===== src/rtl/vw_pkg.sv =====
package vw_pkg;
    localparam int FLD_W = 12;

    localparam logic [1:0] ADDR_SIZE  = 2'd0;
    localparam logic [1:0] ADDR_F1    = 2'd1;
    localparam logic [1:0] ADDR_F2    = 2'd2;
    localparam logic [1:0] ADDR_DFLT  = 2'd3;

    typedef enum logic [1:0] {
        ST_VBLANK = 2'd0,
        ST_HBLANK = 2'd1,
        ST_IMAGE  = 2'd2,
        ST_FILL   = 2'd3
    } vw_state_e;
endpackage


===== src/rtl/vw_regs.sv =====
module vw_regs
    import vw_pkg::*;
#(
    parameter int PIX_W = 12
) (
    input  logic              clk,
    input  logic              rst_n,
    input  logic              reg_wr,
    input  logic [1:0]        reg_addr,
    input  logic [31:0]       reg_wdata,
    output logic [31:0]       reg_rdata,
    output logic [FLD_W-1:0]  size_w,
    output logic [FLD_W-1:0]  size_h,
    output logic [FLD_W-1:0]  f1_x,
    output logic [FLD_W-1:0]  f1_y,
    output logic [FLD_W-1:0]  f2_x,
    output logic [FLD_W-1:0]  f2_y,
    output logic [PIX_W-1:0]  dflt
);
    localparam int HI_LSB = 16;
    localparam int NUM_START = 2;

    logic [FLD_W-1:0] start_x [NUM_START];
    logic [FLD_W-1:0] start_y [NUM_START];

    always_ff @(posedge clk or negedge rst_n) begin
        if (!rst_n) begin
            size_w <= '0;
            size_h <= '0;
        end else if (reg_wr && reg_addr == ADDR_SIZE) begin
            size_w <= reg_wdata[FLD_W-1:0];
            size_h <= reg_wdata[HI_LSB +: FLD_W];
        end
    end

    // one coordinate register per field start
    for (genvar g = 0; g < NUM_START; g++) begin : g_start
        localparam logic [1:0] MY_ADDR = ADDR_F1 + 2'(g);
        always_ff @(posedge clk or negedge rst_n) begin
            if (!rst_n) begin
                start_x[g] <= '0;
                start_y[g] <= '0;
            end else if (reg_wr && reg_addr == MY_ADDR) begin
                start_x[g] <= reg_wdata[FLD_W-1:0];
                start_y[g] <= reg_wdata[HI_LSB +: FLD_W];
            end
        end
    end

    always_ff @(posedge clk or negedge rst_n) begin
        if (!rst_n) begin
            dflt <= '0;
        end else if (reg_wr && reg_addr == ADDR_DFLT) begin
            dflt <= reg_wdata[PIX_W-1:0];
        end
    end

    assign f1_x = start_x[0];
    assign f1_y = start_y[0];
    assign f2_x = start_x[1];
    assign f2_y = start_y[1];

    always_comb begin
        reg_rdata = '0;
        unique case (reg_addr)
            ADDR_SIZE: begin
                reg_rdata[FLD_W-1:0]       = size_w;
                reg_rdata[HI_LSB +: FLD_W] = size_h;
            end
            ADDR_F1: begin
                reg_rdata[FLD_W-1:0]       = start_x[0];
                reg_rdata[HI_LSB +: FLD_W] = start_y[0];
            end
            ADDR_F2: begin
                reg_rdata[FLD_W-1:0]       = start_x[1];
                reg_rdata[HI_LSB +: FLD_W] = start_y[1];
            end
            ADDR_DFLT: begin
                reg_rdata[PIX_W-1:0]       = dflt;
            end
        endcase
    end


    rsvd_zero_chk: assert property (@(posedge clk) disable iff (!rst_n)
        (reg_addr == ADDR_SIZE) |-> (reg_rdata[31:28] == 4'd0 && reg_rdata[15:12] == 4'd0));


    size_wr_chk: assert property (@(posedge clk) disable iff (!rst_n)
        (reg_wr && reg_addr == ADDR_SIZE) |=> (size_w == $past(reg_wdata[FLD_W-1:0])
                                               && size_h == $past(reg_wdata[27:16])));
endmodule


===== src/rtl/vw_frame_timing.sv =====
module vw_frame_timing
    import vw_pkg::*;
#(
    parameter int H_TOTAL     = 864,
    parameter int H_BLANK     = 144,
    parameter int FIELD_LINES = 312,
    parameter int V_BLANK     = 24
) (
    input  logic             clk,
    input  logic             rst_n,
    output logic [FLD_W-1:0] fp,
    output logic [FLD_W-1:0] fl,
    output logic [FLD_W-1:0] nfp,
    output logic [FLD_W-1:0] nfl,
    output logic             n_field_start,
    output logic             n_line_wrap,
    output logic             n_hact,
    output logic             n_hact_start,
    output logic             n_vact
);
    localparam int FRAME_LINES = 2 * FIELD_LINES;
    localparam logic [FLD_W-1:0] X_LAST = FLD_W'(H_TOTAL - 1);
    localparam logic [FLD_W-1:0] Y_LAST = FLD_W'(FRAME_LINES - 1);
    localparam logic [FLD_W-1:0] X_ACT  = FLD_W'(H_BLANK);
    localparam logic [FLD_W-1:0] Y_F2   = FLD_W'(FIELD_LINES);
    localparam logic [FLD_W-1:0] Y_ACT  = FLD_W'(V_BLANK);

    logic             x_wrap;
    logic [FLD_W-1:0] line_in_fld;

    always_comb begin
        x_wrap = (fp == X_LAST);
        nfp    = x_wrap ? '0 : fp + 1'b1;
        if (x_wrap) nfl = (fl == Y_LAST) ? '0 : fl + 1'b1;
        else        nfl = fl;
        line_in_fld   = (nfl >= Y_F2) ? nfl - Y_F2 : nfl;
        n_line_wrap   = x_wrap;
        n_field_start = x_wrap && (nfl == '0 || nfl == Y_F2);
        n_hact        = (nfp >= X_ACT);
        n_hact_start  = (nfp == X_ACT);
        n_vact        = (line_in_fld >= Y_ACT);
    end

    always_ff @(posedge clk or negedge rst_n) begin
        if (!rst_n) begin
            fp <= '0;
            fl <= '0;
        end else begin
            fp <= nfp;
            fl <= nfl;
        end
    end


    x_wrap_chk: assert property (@(posedge clk) disable iff (!rst_n)
        (fp == X_LAST) |=> (fp == '0));


    y_bound_chk: assert property (@(posedge clk) disable iff (!rst_n)
        (fl <= Y_LAST) && (fp <= X_LAST));
endmodule


===== src/rtl/vw_window_fsm.sv =====
module vw_window_fsm
    import vw_pkg::*;
#(
    parameter int               PIX_W     = 12,
    parameter logic [PIX_W-1:0] BLANK_VAL = '0
) (
    input  logic             clk,
    input  logic             rst_n,
    input  logic             raw_mode,
    input  logic [FLD_W-1:0] prog_w,
    input  logic [FLD_W-1:0] prog_h,
    input  logic [PIX_W-1:0] dflt,
    input  logic [PIX_W-1:0] pix_in,
    input  logic             n_field_start,
    input  logic             n_line_wrap,
    input  logic             n_hact,
    input  logic             n_hact_start,
    input  logic             n_vact,
    output logic [PIX_W-1:0] pix_out,
    output logic             img_rd,
    output logic             pix_active
);
    vw_state_e        state_q, state_nx;
    logic [FLD_W-1:0] ipc_q, ipc_nx;
    logic [FLD_W-1:0] ilc_q, ilc_nx;
    logic [FLD_W-1:0] w_sh, h_sh, w_load, w_nx, h_nx;
    logic             raw_sh, raw_nx;
    logic             line_done;
    logic [FLD_W:0]   ipc_inc;

    // shadow values applied at a field boundary only
    always_comb begin
        w_load = raw_mode ? prog_w : {prog_w[FLD_W-1:1], 1'b0};
        w_nx   = n_field_start ? w_load   : w_sh;
        h_nx   = n_field_start ? prog_h   : h_sh;
        raw_nx = n_field_start ? raw_mode : raw_sh;
    end

    // next-state and counter logic
    always_comb begin
        ipc_inc   = {1'b0, ipc_q} + 1'b1;
        line_done = 1'b0;
        unique case (state_q)
            ST_IMAGE:  line_done = (ipc_inc >= {1'b0, w_sh}) || n_line_wrap;
            ST_VBLANK,
            ST_HBLANK,
            ST_FILL:   line_done = 1'b0;
        endcase

        if (n_field_start || n_hact_start) ipc_nx = '0;
        else if (state_q == ST_IMAGE)      ipc_nx = ipc_q + 1'b1;
        else                               ipc_nx = ipc_q;

        if (n_field_start)  ilc_nx = '0;
        else if (line_done) ilc_nx = ilc_q + 1'b1;
        else                ilc_nx = ilc_q;

        if (!n_vact)                                state_nx = ST_VBLANK;
        else if (!n_hact)                           state_nx = ST_HBLANK;
        else if (ipc_nx < w_nx && ilc_nx < h_nx)    state_nx = ST_IMAGE;
        else                                        state_nx = ST_FILL;
    end

    // state register
    always_ff @(posedge clk or negedge rst_n) begin
        if (!rst_n) begin
            state_q <= ST_VBLANK;
            ipc_q   <= '0;
            ilc_q   <= '0;
            w_sh    <= '0;
            h_sh    <= '0;
            raw_sh  <= 1'b0;
        end else begin
            state_q <= state_nx;
            ipc_q   <= ipc_nx;
            ilc_q   <= ilc_nx;
            w_sh    <= w_nx;
            h_sh    <= h_nx;
            raw_sh  <= raw_nx;
        end
    end

    // outputs
    always_comb begin
        pix_out    = BLANK_VAL;
        img_rd     = 1'b0;
        pix_active = 1'b0;
        unique case (state_q)
            ST_VBLANK, ST_HBLANK: begin
                pix_out    = BLANK_VAL;
            end
            ST_IMAGE: begin
                pix_out    = pix_in;
                img_rd     = 1'b1;
                pix_active = 1'b1;
            end
            ST_FILL: begin
                pix_out    = dflt;
                pix_active = 1'b1;
            end
        endcase
    end


    ipc_bound_chk: assert property (@(posedge clk) disable iff (!rst_n)
        ipc_q <= w_sh);


    ilc_bound_chk: assert property (@(posedge clk) disable iff (!rst_n)
        ilc_q <= h_sh);


    zero_size_chk: assert property (@(posedge clk) disable iff (!rst_n)
        (w_sh == '0 || h_sh == '0) |-> (state_q != ST_IMAGE));


    even_stop_chk: assert property (@(posedge clk) disable iff (!rst_n)
        (state_q == ST_FILL && $past(state_q) == ST_IMAGE && !raw_sh) |-> !ipc_q[0]);


    size_hold_chk: assert property (@(posedge clk) disable iff (!rst_n)
        !n_field_start |=> ($stable(w_sh) && $stable(h_sh) && $stable(raw_sh)));
endmodule


===== src/rtl/vw_field_flag.sv =====
module vw_field_flag
    import vw_pkg::*;
(
    input  logic             clk,
    input  logic             rst_n,
    input  logic [FLD_W-1:0] nfp,
    input  logic [FLD_W-1:0] nfl,
    input  logic [FLD_W-1:0] f1_x,
    input  logic [FLD_W-1:0] f1_y,
    input  logic [FLD_W-1:0] f2_x,
    input  logic [FLD_W-1:0] f2_y,
    output logic             fld
);
    logic hit1, hit2;

    always_comb begin
        hit1 = (nfp == f1_x) && (nfl == f1_y);
        hit2 = (nfp == f2_x) && (nfl == f2_y);
    end

    always_ff @(posedge clk or negedge rst_n) begin
        if (!rst_n)    fld <= 1'b0;
        else if (hit1) fld <= 1'b0;
        else if (hit2) fld <= 1'b1;
    end


    f1_mark_chk: assert property (@(posedge clk) disable iff (!rst_n)
        $past(hit1) |-> !fld);


    f2_mark_chk: assert property (@(posedge clk) disable iff (!rst_n)
        ($past(hit2) && !$past(hit1)) |-> fld);
endmodule


===== src/rtl/vid_window_gen.sv =====
module vid_window_gen
    import vw_pkg::*;
#(
    parameter int               PIX_W       = 12,
    parameter int               H_TOTAL     = 864,
    parameter int               H_BLANK     = 144,
    parameter int               FIELD_LINES = 312,
    parameter int               V_BLANK     = 24,
    parameter logic [PIX_W-1:0] BLANK_VAL   = '0
) (
    input  logic             clk,
    input  logic             rst_n,
    input  logic             raw_mode,
    input  logic             reg_wr,
    input  logic [1:0]       reg_addr,
    input  logic [31:0]      reg_wdata,
    output logic [31:0]      reg_rdata,
    input  logic [PIX_W-1:0] pix_in,
    output logic [PIX_W-1:0] pix_out,
    output logic             img_rd,
    output logic             pix_active,
    output logic             fld_out,
    output logic [11:0]      frm_x,
    output logic [11:0]      frm_y
);
    logic [FLD_W-1:0] size_w, size_h, f1_x, f1_y, f2_x, f2_y;
    logic [PIX_W-1:0] dflt;
    logic [FLD_W-1:0] fp, fl, nfp, nfl;
    logic             n_field_start, n_line_wrap, n_hact, n_hact_start, n_vact;

    vw_regs #(.PIX_W(PIX_W)) u_regs (
        .clk       (clk),
        .rst_n     (rst_n),
        .reg_wr    (reg_wr),
        .reg_addr  (reg_addr),
        .reg_wdata (reg_wdata),
        .reg_rdata (reg_rdata),
        .size_w    (size_w),
        .size_h    (size_h),
        .f1_x      (f1_x),
        .f1_y      (f1_y),
        .f2_x      (f2_x),
        .f2_y      (f2_y),
        .dflt      (dflt)
    );

    vw_frame_timing #(
        .H_TOTAL     (H_TOTAL),
        .H_BLANK     (H_BLANK),
        .FIELD_LINES (FIELD_LINES),
        .V_BLANK     (V_BLANK)
    ) u_timing (
        .clk           (clk),
        .rst_n         (rst_n),
        .fp            (fp),
        .fl            (fl),
        .nfp           (nfp),
        .nfl           (nfl),
        .n_field_start (n_field_start),
        .n_line_wrap   (n_line_wrap),
        .n_hact        (n_hact),
        .n_hact_start  (n_hact_start),
        .n_vact        (n_vact)
    );

    vw_window_fsm #(.PIX_W(PIX_W), .BLANK_VAL(BLANK_VAL)) u_fsm (
        .clk           (clk),
        .rst_n         (rst_n),
        .raw_mode      (raw_mode),
        .prog_w        (size_w),
        .prog_h        (size_h),
        .dflt          (dflt),
        .pix_in        (pix_in),
        .n_field_start (n_field_start),
        .n_line_wrap   (n_line_wrap),
        .n_hact        (n_hact),
        .n_hact_start  (n_hact_start),
        .n_vact        (n_vact),
        .pix_out       (pix_out),
        .img_rd        (img_rd),
        .pix_active    (pix_active)
    );

    vw_field_flag u_fld (
        .clk   (clk),
        .rst_n (rst_n),
        .nfp   (nfp),
        .nfl   (nfl),
        .f1_x  (f1_x),
        .f1_y  (f1_y),
        .f2_x  (f2_x),
        .f2_y  (f2_y),
        .fld   (fld_out)
    );

    assign frm_x = fp;
    assign frm_y = fl;


    blank_quiet_chk: assert property (@(posedge clk) disable iff (!rst_n)
        !pix_active |-> (!img_rd && pix_out == BLANK_VAL));
endmodule


===== config.mk =====
export PLATFORM = sky130hd
export DESIGN_NAME = vid_window_gen
export DESIGN_NICKNAME = d
export VERILOG_FILES = /design/src/rtl/vw_pkg.sv /design/src/rtl/vw_regs.sv /design/src/rtl/vw_frame_timing.sv /design/src/rtl/vw_window_fsm.sv /design/src/rtl/vw_field_flag.sv /design/src/rtl/vid_window_gen.sv
export SDC_FILE = /design/constraint.sdc
export NUM_CORES = 1
export LEC_CHECK = 0
export CORE_MARGIN = 2
export CORE_UTILIZATION = 49
export CTS_CLUSTER_DIAMETER = 30
export DETAILED_ROUTE_END_ITERATION = 7
export GPL_TIMING_DRIVEN = 0
export MAX_ROUTING_LAYER = met4
export PLACE_DENSITY_LB_ADDON = 0.2
export SYNTH_ARGS = -nofsm -noshare
export SYNTH_HDL_FRONTEND = slang
export SYNTH_SLANG_ARGS = --single-unit

===== constraint.sdc =====
create_clock -name clk -period 10 [get_ports clk]
set_input_delay 1 -clock clk [delete_from_list [all_inputs] [get_ports clk]]
set_output_delay 1 -clock clk [all_outputs]
set_load 0.005 [all_outputs]

==> impl_metrics.csv, run 1 <==
group,metric,value,unit
outcome,outcome,"complete, no violations",
floorplanning,die_y,142,um
yosys,netlist_area,0.00939,sq mm
floorplanning,die_w,142,um
clock_network,cts.path.max_buffers,2,
yosys,ys_top_cells_by_area,"dfrtp_1 (42%), mux2_2 (10%), ha_1 (5.2%)",
worst_setup_path,crit_fanout,10,
power,totalPowerFinal,1.70,mW
floorplanning,ios,121,
drt,drt_iter0_drc,364,
sta,fin_crit_sh,63.3,%
drt,drt_first_pass_iters,6,
yosys,synthCells,889,
drt,route.detailed.drc,0,
worst_setup_path,cp_data_arrival_time,6660,ps
global_route,grt_max_degree,83,
yosys,synthesis.yosys.warnings,0,
sta,tns,0,ps
sta,fmax,158,MHz
worst_setup_path,cp.required,10330,ps
clock_network,cts_made_buffers,17,
clock_network,htree_levels,4,
layout,nets,1108,
worst_setup_path,slowest_delay,770,ps
worst_setup_path,path_buf_inv,3,
drt,wirelength,25100,um
clock_network,cts_setup_buffers,0,
clock_network,cts_hold_buffers,0,
placed_design,portBuffers,103,
floorplanning,core,0.0188,sq mm
drt,routedWlPerCell,19.8,um
layout,num-fill-cells,1588,
worst_setup_path,path_cells,"ha_1 -> and4_1 -> buf_2 -> nand4_1 -> or2_2 -> a21oi_1 -> ha_1 -> inv_1 -> a21oi_1 -> a32oi_1 -> o31ai_1 -> buf_2 -> nor2_1 -> ha_1 -> nand4_1 -> a211oi_1 -> o31ai_1 -> and4_1 -> o221ai_1 -> nor3_1 -> a31oi_1",
global_route,grt_pass1_wl,40100,um
layout,syn2layout_area_growth,21.3,%
yosys,synth_flop_cell,"dfrtp_1",
drt,num_vias,7169,
yosys,syn_area_per_cell,10.6,sq um
sta,rsz0062_at_grt,"no",
drt,post_drt_via_cell_ratio,5.66,
yosys,synth_top_area_cell,"dfrtp_1",
worst_setup_path,slowest_stage,"o31ai_1",
sta,finClkSkew,13.0,ps
drt,ant_nets,0,
power,peakVddDrop,131,uV
floorplanning,initial_core_util,50.0,%
clock_network,cts.clk_slew.worst_paths,70,ps
sta,setup_viol,0,
global_route,grt_remaining_overflow,0,
worst_setup_path,crit_family,"compound AO/OA/AOI/OAI gates",
worst_hold_path,hp-class,"register to register",
layout,mostFrequentLayoutCell,"dfrtp_1",
clock_network,clock_latency,420,ps
sta,fin_crit,6330,ps
clock_network,cts.sinks,159,
floorplanning,die_area,0.0203,sq mm
yosys,synth_top_area_share,42.4,%
placed_design,dp_hpwl,19300,um
global_route,antenna_found_initial,0,
clock_network,clock-root-buffer,"clkbuf_16",
floorplanning,rows,50,
yosys,synthArstFlopShare,100,%
global_route,grt.total_usage,26.8,%
layout,seqCellArea,0.00398,sq mm
yosys,synth_edf_count,0,
sta,relSlewSlack,35.1,%
worst_setup_path,start_kind,"register",
layout,drive_gt1_share,15.8,%
yosys,synth_cell_type_count,70,
layout,diodes,0,
worst_setup_path,path_class,"register to register",
worst_setup_path,crit_top_cell,"ha_1",
power,p_per_area,150,mW/mm^2
clock_network,cts_resized,0,
layout,multi_input_area,0.00502,sq mm
sta,drv_slew,0,
flow_run,drv_cap,0,
sta,hold_violations,0,
global_route,grt_pass1_vias,7139,
placed_design,routabilityCongestion,0.887,
layout,final_cell_mix,"dfrtp_1 (159), clkdlybuf4s50_1 (102), mux2_2 (85)",
worst_setup_path,worstSetupEndpointType,"register",
clock_network,cts_tree,"done",
power,p_leak,5.06,nW
yosys,synth-seq-cells,159,
yosys,yosysSeqAreaShare,42.4,%
sta,worst_pin_slew,974,ps
-- worst paths after layout --
kind	from	slack, ps	cells past startpoint	end
min in group asynchronous	rst_n	540	1	u_regs.dflt[11]
min reg2reg	u_fsm.h_sh[9]	490	1	u_fsm.h_sh[9]
max	u_timing.fp[0]	3670	21	u_fsm.state_q[0]
max reg2reg	u_timing.fp[0]	3670	21	u_fsm.state_q[0]
min	u_fsm.h_sh[9]	490	1	u_fsm.h_sh[9]
max in group asynchronous	rst_n	8640	2	u_timing.fl[7]
-- registers in the layout, summed over array words and instances, names as in the netlist --
register,count
u_fsm.w_sh,12
u_fsm.ipc_q,12
u_regs.f2_y,12
u_regs.f2_x,12
u_fsm.state_q,2
u_regs.dflt,12
u_regs.f1_x,12
u_fld.fld,1
u_timing.fp,12
u_fsm.h_sh,12
u_regs.size_h,12
u_fsm.ilc_q,12
u_timing.fl,12
u_regs.f1_y,12
u_regs.size_w,12
-- layer usage --
metal  vias up  global-route usage [%]  share of wire, %
li1       3406                       -                 -
met1      3551                    36.7                45
met2       183                    41.5                47
met3        29                    4.31               5.5
met4         0                    7.87               2.0
met5         -                       -                 0
-- report_power, final --
| group | internal [mW] | switching [mW] |
|---|---|---|
| Clock | 0.405 | 0.280 |
| Combinational | 0.147 | 0.0867 |
| Sequential | 0.708 | 0.0760 |
-- synth_stat cells (3+ instances only) --
| cell type | number |
|---|---|
| dfrtp_1 | 159 |
| mux2_2 | 85 |
| nor2_1 | 58 |
| nand2_1 | 53 |
| inv_1 | 51 |
| xor2_1 | 50 |
| xnor2_1 | 45 |
| ha_1 | 39 |
| mux2i_1 | 38 |
| o21ai_0 | 36 |
| a21oi_1 | 32 |
| clkbuf_1 | 24 |
| nand3_1 | 23 |
| nand4_1 | 22 |
| nor2b_1 | 17 |
| and3_1 | 12 |
| mux4_2 | 12 |
| buf_4 | 11 |
| nor4_1 | 10 |
| a21o_1 | 8 |
| buf_2 | 8 |
| nor3_1 | 8 |
| or3_1 | 8 |
| o211ai_1 | 6 |
| nand2b_1 | 5 |
| a211oi_1 | 4 |
| and2_1 | 4 |
| a41oi_1 | 3 |
| and4_1 | 3 |
-- layout make-up --
| cell class | count | share of cell area (%) |
|---|---|---|
| multi-input cells | 640 | 44.1 |
| flip-flops and latches | 159 | 34.9 |
| repair buffers | 104 | 9.34 |
| clock buffers | 19 | 3.89 |
| well taps | 234 | 2.57 |
| plain buffers | 45 | 1.93 |
| inverters | 52 | 1.71 |
| clock inverters | 13 | 1.53 |
-- metrics by stage --
stage	hold WS [ps]	worst slack, ps	instances	instance area (sq um)	util [%]
after floorplan	453	5280	896	9420	-
after global routing	524	3220	1266	11400	60.7
final	487	3670	1266	11400	60.7
after detailed placement	482	3770	1234	10800	57.4
after global placement	468	1330	1233	10700	57.2
after CTS	498	3720	1266	11400	60.7
-- cells by family after synthesis --
group | synth area share (%)
and+or+nand+nor | 13.4
DFF | 42.4
muxes | 17.2
AOI/OAI and AO/OA | 8.41
buffers and inverters | 4.42
xor gates and xnor gates | 8.86
adders and majority gates | 5.20
other | 0.0399
No activity file was read; power rests on OpenSTA's default activity.
==> run 2: changes to the inputs <==
==> constraint.sdc (replaced) <==
create_clock -name clk -period 5.8 [get_ports clk]
set_input_delay 0.58 -clock clk [delete_from_list [all_inputs] [get_ports clk]]
set_output_delay 0.58 -clock clk [all_outputs]
set_load 0.005 [all_outputs]
==> run 2 against run 1 <==
Compared with the run above:
- clock skew barely moved
- cell count rose by 0.16%
- utilization rose by 0.33 points
- setup slack got worse by 3300 ps
- combinational power rose by 72%
- highest routed layer unchanged
- design area rose by 0.54%
- sequential power rose by 72%
- non-clock buffer count rose by 2
- routed wire length rose by 0.20%
- hold slack got worse by 360 ps
- largest power group unchanged
==> impl_metrics.csv, run 2 (same netlist as run 1, synthesis figures left out) <==
group,metric,value,unit
drt,wirelength,25200,um
sta,hold_violations,0,
floorplanning,initial_core_util,50.0,%
global_route,grt_max_degree,83,
layout,mostFrequentLayoutCell,"dfrtp_1",
sta,tns,0,ps
drt,routedWlPerCell,19.9,um
clock_network,cts_hold_buffers,0,
placed_design,portBuffers,103,
sta,fin_crit_sh,93.1,%
global_route,grt_pass1_vias,7156,
floorplanning,die_y,142,um
worst_setup_path,crit_start,"u_timing.fp[0]",
placed_design,dp_hpwl,19300,um
layout,final_util,61.0,%
floorplanning,die_w,142,um
worst_setup_path,path_class,"register to register",
sta,setup_viol,0,
worst_setup_path,reg2reg_from,"u_timing.fp[0]",
global_route,antenna_found_initial,0,
clock_network,htree_levels,4,
worst_setup_path,cp.required,6090,ps
drt,ant_nets,0,
drt,route.detailed.drc,0,
worst_setup_path,path_buf_inv,4,
sta,finClkSkew,13.0,ps
layout,nets,1110,
clock_network,cts_made_buffers,17,
worst_setup_path,crit_fanout,10,
sta,worst_pin_slew,993,ps
worst_setup_path,cp_data_arrival_time,5690,ps
placed_design,dp.cells,1234,
floorplanning,ios,121,
layout,final_cell_count_no_fill,1268,
drt,post_drt_via_cell_ratio,5.68,
clock_network,clock-root-buffer,"clkbuf_16",
flow_run,drv_cap,0,
power,totalPowerFinal,2.94,mW
worst_setup_path,crit_family,"simple AND/OR/NAND/NOR gates",
worst_setup_path,r2r_slack,400,ps
worst_hold_path,hp-class,"primary input to async pin",
worst_setup_path,r2r_end,"u_fsm.state_q[0]",
clock_network,cts.path.max_buffers,2,
drt,num_vias,7200,
worst_setup_path,slowest_stage,"or2_2",
drt,drt_iter0_drc,375,
layout,seqCellArea,0.00398,sq mm
layout,final_cell_mix,"dfrtp_1 (159), clkdlybuf4s50_1 (102), mux2_2 (85)",
sta,fin_crit,5400,ps
clock_network,cts.clk_slew.worst_paths,70,ps
layout,multi_input_area,0.00507,sq mm
sta,relSlewSlack,33.8,%
sta,drv_slew,0,
worst_setup_path,reg2reg_depth,22,
layout,syn2layout_area_growth,21.9,%
layout,drive_gt1_share,16.4,%
global_route,grt.total_usage,26.8,%
sta,fmax,185,MHz
outcome,outcome,"complete, no violations",
worst_setup_path,start_kind,"register",
worst_setup_path,slowest_delay,430,ps
global_route,grt_pass1_wl,40200,um
sta,rsz0062_at_grt,"no",
worst_setup_path,crit_top_cell,"ha_1",
power,p_per_area,256,mW/mm^2
layout,diodes,0,
drt,drt_first_pass_iters,5,
floorplanning,die_area,0.0203,sq mm
worst_setup_path,path_cells,"ha_1 -> and4_1 -> buf_2 -> nand4_1 -> or2_2 -> a21oi_4 -> ha_1 -> inv_1 -> a21oi_1 -> a32oi_1 -> nor3_4 -> buf_4 -> buf_2 -> nor2_1 -> ha_1 -> nand4_1 -> nor2_1 -> a211oi_1 -> and4_1 -> o221ai_1 -> nor3_1 -> a31oi_1",
floorplanning,core,0.0188,sq mm
power,p_leak,5.06,nW
placed_design,routabilityCongestion,0.887,
clock_network,clock_latency,420,ps
global_route,grt_remaining_overflow,0,
worst_setup_path,worstSetupEndpointType,"register",
clock_network,cts.sinks,159,
power,peakVddDrop,225,uV
layout,num-fill-cells,1580,
clock_network,cts_tree,"done",
floorplanning,rows,50,
run 2: what timing repair did:
action,4_1_cts,5_1_grt
setup buffers,0,2
hold endpoints to repair,0,0
gates resized for setup,3,5
pin swaps,0,2
endpoints found under the setup margin,1,1
run 2: worst max path at each step:
| stage | cells after the start | to | slack [ps] |
|---|---|---|---|
| 6_report | 22 | u_fsm.state_q[0] | 400 |
| 3_5_place_dp | 21 | u_fsm.state_q[0] | -430 |
| 2_1_floorplan | 22 | u_fsm.state_q[0] | 1080 |
| 3_3_place_gp | 1 | u_fsm.ipc_q[6] | -2450 |
| 4_1_cts | 22 | u_fsm.state_q[0] | 6 |
| 5_1_grt | 22 | u_fsm.state_q[0] | 10 |
run 2: metrics by stage:
stage	instance area, sq um	setup WS (ps)	hold slack (ps)
2_1_floorplan	9420	1080	284
3_3_place_gp	10700	-2450	468
3_5_place_dp	10800	-433	482
4_1_cts	11400	5.82	154
5_1_grt	11400	14.7	176
6_report	11400	402	124
run 2: area by class of cell:
cell class,instances,share of cell area (%)
inverters,52,1.70
flip-flops and latches,159,34.8
well taps,234,2.56
clock inverters,13,1.52
multi-input cells,640,44.3
clock buffers,19,3.87
repair buffers,106,9.42
plain buffers,45,1.92
run 2: power by group:
group	switching [mW]	internal [mW]	leakage, nW
logic	0.149	0.254	2.74
registers	0.132	1.22	2.02
clock network	0.481	0.698	0.297
total	0.762	2.17	5.06
run 2: metal layers:
metal | GRT usage, % | vias up | share of wire, %
li1 | - | 3413 | -
met1 | 36.7 | 3567 | 45
met2 | 41.6 | 188 | 47
met3 | 4.34 | 32 | 5.2
met4 | 7.87 | 0 | 2.0
met5 | - | - | 0
run 2: worst register-to-register path, stage by stage, from the launching register on:
cell      delay (ps)
dfrtp_1          410
ha_1             270
and4_1           200
buf_2            200
nand4_1          340
or2_2            430
a21oi_4          290
ha_1             270
inv_1             80
a21oi_1          170
a32oi_1          230
nor3_4           320
buf_4            280
buf_2            250
nor2_1           110
ha_1             320
nand4_1          130
nor2_1            80
a211oi_1         220
and4_1           200
o221ai_1         160
nor3_1           210
a31oi_1          120
==> run 3: changes to the inputs <==
--- a/config.mk
+++ b/config.mk
@@ -10,6 +10,7 @@
 export CTS_CLUSTER_DIAMETER = 30
 export DETAILED_ROUTE_END_ITERATION = 7
 export GPL_TIMING_DRIVEN = 0
+export HOLD_SLACK_MARGIN = 0.12
 export MAX_ROUTING_LAYER = met4
 export PLACE_DENSITY_LB_ADDON = 0.2
 export SYNTH_ARGS = -nofsm -noshare
==> results of run 3 <==
The final DEF is identical to that of run 2; final timing and power are the same.
